### src/rtl/ebp_pkg.sv
package ebp_pkg;

  localparam int EV_BYTES = 12;
  localparam int TL_BYTES = 20;

  typedef enum logic {ST_COLLECT, ST_SEND} ebp_state_t;

  function automatic logic [95:0] pack_event(
    input logic [15:0] spi,
    input logic [7:0]  ro8,
    input logic [7:0]  bz8,
    input logic [1:0]  pps2,
    input logic [1:0]  sec2,
    input logic        bflag,
    input logic        tvalid,
    input logic [25:0] cyc,
    input logic [27:0] tag8,
    input logic [2:0]  fine
  );
    return {spi, ro8, bz8, pps2, sec2, bflag, tvalid, cyc, tag8, 1'b0, fine};
  endfunction

  function automatic logic [159:0] pack_tailer(
    input logic [31:0] bunch,
    input logic [31:0] ro,
    input logic [31:0] bz,
    input logic [15:0] pps,
    input logic [31:0] sec,
    input logic        tvalid,
    input logic        run,
    input logic [7:0]  ver
  );
    return {bunch, ro, bz, pps, sec, tvalid, run, 6'b0, ver};
  endfunction

  // top byte after shifting out k leading bytes
  function automatic logic [7:0] event_byte(input logic [95:0] w, input logic [4:0] k);
    logic [95:0] s;
    s = w << (8 * int'(k));
    return s[95:88];
  endfunction

  function automatic logic [7:0] tailer_byte(input logic [159:0] w, input logic [4:0] k);
    logic [159:0] s;
    s = w << (8 * int'(k));
    return s[159:152];
  endfunction

endpackage

### src/rtl/ebp_throttle.sv
module ebp_throttle #(
  parameter int W = 16
)(
  input  logic         clk,
  input  logic         rst_n,
  input  logic         load,
  input  logic [W-1:0] window,
  output logic         pass
);
  logic [W-1:0] left_q;
  logic         off;

  assign off  = &window;
  assign pass = off | (left_q == '0);

  always_ff @(posedge clk) begin
    if (!rst_n)              left_q <= '0;
    else if (load)           left_q <= window;
    else if (left_q != '0)   left_q <= left_q - 1'b1;
  end
endmodule

### src/rtl/ebp_timer.sv
module ebp_timer #(
  parameter int LIMIT = 625000
)(
  input  logic clk,
  input  logic rst_n,
  input  logic run,
  output logic hit
);
  localparam int CW = $clog2(LIMIT + 1);
  logic [CW-1:0] cnt_q;

  assign hit = run & (cnt_q == CW'(LIMIT - 1));

  always_ff @(posedge clk) begin
    if (!rst_n || !run || hit) cnt_q <= '0;
    else                       cnt_q <= cnt_q + 1'b1;
  end
endmodule

### src/rtl/ebp_byte_seq.sv
module ebp_byte_seq #(
  parameter int NW = 5
)(
  input  logic          clk,
  input  logic          rst_n,
  input  logic          start,
  input  logic          adv,
  input  logic [NW-1:0] nev,
  output logic          in_tail,
  output logic [NW-1:0] ev_idx,
  output logic [4:0]    by_idx,
  output logic          last
);
  import ebp_pkg::*;

  assign in_tail = (ev_idx == nev);
  assign last    = in_tail & (by_idx == 5'(TL_BYTES - 1));

  always_ff @(posedge clk) begin
    if (!rst_n || start) begin
      ev_idx <= '0;
      by_idx <= '0;
    end else if (adv) begin
      if (in_tail) begin
        by_idx <= by_idx + 1'b1;
      end else if (by_idx == 5'(EV_BYTES - 1)) begin
        by_idx <= '0;
        ev_idx <= ev_idx + 1'b1;
      end else begin
        by_idx <= by_idx + 1'b1;
      end
    end
  end
endmodule

### src/rtl/evt_bunch_packer.sv
module evt_bunch_packer
  import ebp_pkg::*;
#(
  parameter int         MAX_EVENTS  = 24,
  parameter int         TIMEOUT_CYC = 625000,
  parameter logic [7:0] VERSION     = 8'h06
)(
  input  logic        clk,
  input  logic        rst_n,
  input  logic        trig_stb,
  input  logic [27:0] ts_tag8,
  input  logic [2:0]  ts_fine,
  input  logic [25:0] clk_cnt,
  input  logic [15:0] spi_data,
  input  logic [31:0] ro_cnt,
  input  logic [31:0] busy_cnt,
  input  logic [15:0] pps_cnt,
  input  logic [31:0] secs,
  input  logic        busy_flag,
  input  logic        time_valid,
  input  logic        cnt_en,
  input  logic [15:0] thr_ticks,
  input  logic        m_ready,
  output logic        m_valid,
  output logic [7:0]  m_data,
  output logic        m_last
);
  localparam int NW = $clog2(MAX_EVENTS + 1);

  ebp_state_t  st_q;
  logic [NW-1:0] nev_q, nev_nx;
  logic [95:0] slot_q [MAX_EVENTS];
  logic [95:0] ev_word, ev_sel;
  logic [31:0] bunch_q;
  logic [159:0] tail_q;
  logic [31:0] last_ro_q, last_bz_q, last_sec_q, ro_nx, bz_nx, sec_nx;
  logic [15:0] last_pps_q, pps_nx;

  // named internal events
  logic collecting, upd_evt, first_evt, room, thr_pass, store_evt;
  logic tmo_hit, close_bunch, send_beat, send_done;
  logic in_tail, seq_last;
  logic [NW-1:0] ev_idx;
  logic [4:0] by_idx;

  assign collecting  = (st_q == ST_COLLECT);
  assign upd_evt     = trig_stb & cnt_en & collecting;
  assign first_evt   = (nev_q == '0);
  assign room        = (nev_q < NW'(MAX_EVENTS));
  assign store_evt   = upd_evt & room & (first_evt | thr_pass);
  assign nev_nx      = nev_q + NW'(store_evt);
  assign close_bunch = collecting & ((nev_nx == NW'(MAX_EVENTS)) | tmo_hit);
  assign send_beat   = m_valid & m_ready;
  assign send_done   = send_beat & seq_last;

  assign ev_word = pack_event(spi_data, ro_cnt[7:0], busy_cnt[7:0], pps_cnt[1:0],
                              secs[1:0], busy_flag, time_valid, clk_cnt, ts_tag8, ts_fine);

  ebp_throttle #(.W(16)) u_thr (
    .clk(clk), .rst_n(rst_n), .load(store_evt & first_evt),
    .window(thr_ticks), .pass(thr_pass));

  ebp_timer #(.LIMIT(TIMEOUT_CYC)) u_tmo (
    .clk(clk), .rst_n(rst_n), .run(collecting), .hit(tmo_hit));

  ebp_byte_seq #(.NW(NW)) u_seq (
    .clk(clk), .rst_n(rst_n), .start(close_bunch), .adv(send_beat), .nev(nev_q),
    .in_tail(in_tail), .ev_idx(ev_idx), .by_idx(by_idx), .last(seq_last));

  // counters that the tailer reports, including this cycle's strobe
  always_comb begin
    ro_nx  = last_ro_q;
    bz_nx  = last_bz_q;
    pps_nx = last_pps_q;
    sec_nx = last_sec_q;
    if (!cnt_en) begin
      ro_nx = '0; bz_nx = '0; pps_nx = '0; sec_nx = '0;
    end else if (upd_evt) begin
      ro_nx  = ro_cnt;
      bz_nx  = busy_cnt;
      pps_nx = pps_cnt;
      if (!busy_flag) sec_nx = secs;
    end
  end

  for (genvar g = 0; g < MAX_EVENTS; g++) begin : g_slot
    always_ff @(posedge clk) begin
      if (store_evt && nev_q == NW'(g)) slot_q[g] <= ev_word;
    end
  end

  always_comb begin
    ev_sel = '0;
    for (int i = 0; i < MAX_EVENTS; i++) begin
      if (ev_idx == NW'(i)) ev_sel = slot_q[i];
    end
  end

  always_ff @(posedge clk) begin
    if (!rst_n) begin
      st_q       <= ST_COLLECT;
      nev_q      <= '0;
      bunch_q    <= '0;
      tail_q     <= '0;
      last_ro_q  <= '0;
      last_bz_q  <= '0;
      last_pps_q <= '0;
      last_sec_q <= '0;
    end else begin
      last_ro_q  <= ro_nx;
      last_bz_q  <= bz_nx;
      last_pps_q <= pps_nx;
      last_sec_q <= sec_nx;
      if (collecting) begin
        nev_q <= nev_nx;
        if (close_bunch) begin
          st_q   <= ST_SEND;
          tail_q <= pack_tailer(bunch_q, ro_nx, bz_nx, pps_nx, sec_nx,
                                time_valid, cnt_en, VERSION);
        end
      end else if (send_done) begin
        st_q    <= ST_COLLECT;
        nev_q   <= '0;
        bunch_q <= bunch_q + 1'b1;
      end
    end
  end

  assign m_valid = (st_q == ST_SEND);
  assign m_last  = m_valid & seq_last;
  assign m_data  = in_tail ? tailer_byte(tail_q, by_idx) : event_byte(ev_sel, by_idx);

endmodule

### config.mk
export PLATFORM = sky130hd
export DESIGN_NAME = evt_bunch_packer
export DESIGN_NICKNAME = d
export VERILOG_FILES = /design/src/rtl/ebp_pkg.sv /design/src/rtl/ebp_throttle.sv /design/src/rtl/ebp_timer.sv /design/src/rtl/ebp_byte_seq.sv /design/src/rtl/evt_bunch_packer.sv
export SDC_FILE = /design/constraint.sdc
export NUM_CORES = 2
export LEC_CHECK = 0
export BUFFER_PORTS_ARGS = -buffer_cell sky130_fd_sc_hd__buf_2
export CAP_MARGIN = 25
export CORE_MARGIN = 2
export CORE_UTILIZATION = 50
export CTS_CLUSTER_SIZE = 12
export DETAILED_ROUTE_END_ITERATION = 8
export PLACE_DENSITY_LB_ADDON = 0.15
export SYNTH_ARGS = -nofsm -noshare
export SYNTH_HDL_FRONTEND = slang
export SYNTH_SLANG_ARGS = --single-unit
### constraint.sdc
create_clock -name clk -period 14.7 [get_ports clk]
set_input_delay 1.47 -clock clk [delete_from_list [all_inputs] [get_ports clk]]
set_output_delay 1.47 -clock clk [all_outputs]
set_load 0.005 [all_outputs]
==> key figures <==
Detailed routing
  – Drc violations: 0
  – DR vias: 75900
  – Post-DRT Antenna Nets: 0
  – Avg WL per Cell: 41.2 µm
  – DR iter-0 viols: between 10000 and 15000
  – Number of vias per cell: 7.32
  – First-pass DRT Iterations: 8
  – WL final: 428000 µm

Power and ir drop
  – Pwr per Cell Area: 131 nW/µm²
  – Tot Pwr: 15.3 mW
  – Worst vdd ir: 0.000137 V
  – LEAKAGE: 37.9 nW

Global routing
  – GRT Util Overall: 39.9%
  – Largest net degree at the start of global routing: 96
  – GRT overflow: 0
  – First-pass GRT wire length: 578000 µm
  – Antenna violations before repair: 74
  – Vias in the first global route: 69600

Finish
  – Share of cells above drive strength 1: 13.6%
  – Fin nets: 7684
  – Multi-input gate area: 26000 µm²
  – Fill count: between 15000 and 20000
  – Non-Filler Instances: 10400
  – Register area: 75400 µm²
  – Area delta synth->final: 13.0%

Yosys
  – Post-synth EDFFs: 2280
  – #FFs+latches synth: 2623
  – Syn Nets: 7440
  – Synth Flop Type: edfxtp_1
  – Syn Std Cell Area: 103000 µm²
  – Syn Area/Cell: 14.3 µm²
  – Synth cell types: 117
  – Post-synth top area share: 66.3%
  – Yosys warnings: 0
  – Yosys top cell by area: edfxtp_1
  – Asr flop ratio synth: 0%
  – Area contributors post-synth: edfxtp_1, dfxtp_1, a21oi_1, nand2_1, a221oi_1
  – Synth Instances: about 7200
  – Sequential fraction of the synthesis area: ~73%

STA
  – TNS Setup: 0 ns
  – Final Hold Viols: 0
  – Clock skew: about 0.039 ns
  – Max-slew headroom: 11.2%
  – Tmin final: 9.06 ns
  – RSZ-0062 raised after global routing: no
  – Tcrit/Tclk final: 61.6%
  – Peak Freq: 110 MHz
  – Worst Hold Slack: approximately 0.45 ns
  – Setup-failing EPs final: 0
  – Worst Tran Pin Value: 1.32 ns
  – Slew Limit Fails: 0

Clock network
  – CTS tree: yes
  – Cts hold-fix bufs: 0
  – Max clock buf depth: 4
  – Number of setup buffers added after CTS: 0
  – Clock latency on the worst-skew pair: 0.95 ns
  – Clk sink count: 2623
  – CTS Root Cell: clkbuf_16
  – Reg clk slew, reported paths: 0.06 ns
  – Post_cts resized: 0
  – TritonCTS Buffers: 291
  – Htree depth: 5

Hold path
  – Worst Hold Class: register to register

Die
  – Core area: around 200000 µm²
  – Starting Density: about half
  – Row count: 166
  – Die ar.: 210000 µm²
  – Top-level I/O count: 218
  – Chip width: 458 µm
  – Die height: 458 µm

Setup path
  – Arrival time at the worst endpoint: 7.59 ns
  – Startpoint types: register
  – CP required: 13.23 ns
  – Critical Path Fanout Max: 32
  – CP Capture Type: primary output
  – CP Class: register to primary output

Place
  – Placed cells: around 10000
  – GPL Wtd Cong: between 1 and 1.5
  – Port Buffers: 217
  – Hpwl dp: 259000 µm

Status
  – Outcome: finished clean

Run
  – Max cap viols: 0
==> routing by layer <==
metal	global-route usage [%]	part of all wire (%)	vias to the layer above
met1	51.1	34	37600
met3	17.4	17	1675
met2	55.5	41	7305
li1	-	-	29200
met5	0	0.064	-
met4	25.2	7.6	42
==> registers in the layout (all words and copies together), names as in the netlist <==
register      count
u_seq.by_idx      5
last_ro_q        32
nev_q             5
last_sec_q       32
m_valid           1
u_seq.ev_idx      5
u_thr.left_q     16
slot_q         2280
last_pps_q       16
u_tmo.cnt_q      20
tail_q          147
last_bz_q        32
bunch_q          32
==> logic make-up (layout without fill, tap and decap cells) <==
kind of cell	count (synthesis)	after routing	share of synthesized area [%]
buffers and inverters	571	988	2.51
muxes	55	55	1.02
and+or+nand+nor	1612	1612	7.49
adders and majority gates	11	11	0.133
xor gates and xnor gates	68	68	0.577
AOI/OAI and AO/OA	2281	2281	15.3
DFF	2623	2623	73.0
other	0	44	0
==> worst max-delay path: stages, from the launching register on <==
cell and delay, ns:
dfxtp_4 0.59, buf_4 0.55, buf_4 0.62, inv_1 0.08, buf_4 0.31, nand2_2 0.49
buf_4 0.43, a221o_1 0.59, a221oi_1 0.25, a221o_1 0.55, a221oi_1 0.83, nand4_1 0.28
a2bb2oi_1 0.25, o221ai_1 0.26, buf_4 0.27, buf_2 0.16
==> synthesized netlist by cell type, types with 78 or more instances <==
library cell / instances
edfxtp_1: 2280
nand2_1: 621
a21oi_1: 513
nor2_1: 393
o21ai_0: 374
dfxtp_1: 343
a221oi_1: 254
clkbuf_1: 239
buf_2: 212
o22ai_1: 189
o22a_1: 126
nand3_1: 125
o221ai_1: 117
nor3_1: 91
a221o_1: 80
a22oi_1: 78
==> cell type report <==
class,instances,share of cell area (%)
antenna,44,0.0943
clock buffer,405,6.93
clock inverter,61,0.251
inverter,28,0.0901
multi-input combinational,4027,22.3
sequential,2623,64.6
tap,2688,2.88
timing repair buffer,494,2.88
==> final timing paths <==
check | start | to | slack [ns] | cells after the start
max | u_seq.by_idx[0] | m_data[6] | 5.64 | 15
min | u_tmo.cnt_q[0] | u_tmo.cnt_q[0] | 0.45 | 1
max reg2reg | u_thr.left_q[0] | slot_q[1][116] | 8.90 | 13
min reg2reg | u_tmo.cnt_q[0] | u_tmo.cnt_q[0] | 0.45 | 1
==> layout by cell type (no fill, tap or decap), types with 31 or more instances in the layout <==
| master | netlist | routed |
|---|---|---|
| nor2_1 | 393 | 366 |
| a22oi_1 | 78 | 78 |
| o21ai_0 | 374 | 371 |
| dfxtp_1 | 343 | 337 |
| buf_4 | 18 | 251 |
| o31ai_1 | 31 | 31 |
| clkbuf_16 | 0 | 301 |
| clkbuf_1 | 239 | 87 |
| xnor2_1 | 42 | 42 |
| a211oi_1 | 72 | 72 |
| a31oi_1 | 46 | 45 |
| nor3_1 | 91 | 83 |
| o221ai_1 | 117 | 117 |
| a221o_1 | 80 | 80 |
| buf_2 | 212 | 223 |
| o22a_1 | 126 | 126 |
| o22ai_1 | 189 | 189 |
| edfxtp_1 | 2280 | 2280 |
| o211ai_1 | 59 | 59 |
| a21oi_1 | 513 | 510 |
| nand4_1 | 31 | 31 |
| nand3_1 | 125 | 125 |
| nor2b_1 | 56 | 55 |
| diode_2 | 0 | 44 |
| or3_1 | 33 | 33 |
| nand2_1 | 621 | 617 |
| mux4_2 | 40 | 40 |
| a221oi_1 | 254 | 254 |
| clkinv_1 | 2 | 39 |
| and2_1 | 43 | 42 |
| a21boi_0 | 44 | 44 |
==> metrics by stage <==
stage | util, % | cell area (µm²) | worst slack [ns]
finish | 56.9 | 117000 | 5.64
global route | 56.9 | 117000 | 5.96
CTS | 56.8 | 116000 | 6.09
detailed placement | 52.7 | 108000 | 7.09
global placement | 52.6 | 108000 | 6.51
floorplan | - | 103000 | 1.85
==> where the power goes <==
group	switching (mW)	leakage [nW]	internal (mW)
clock	2.86	4.09	3.82
sequential	0.0280	23.3	8.14
combinational	0.346	10.5	0.129
total	3.24	37.9	12.1
Power figures use the tool's default switching activity.
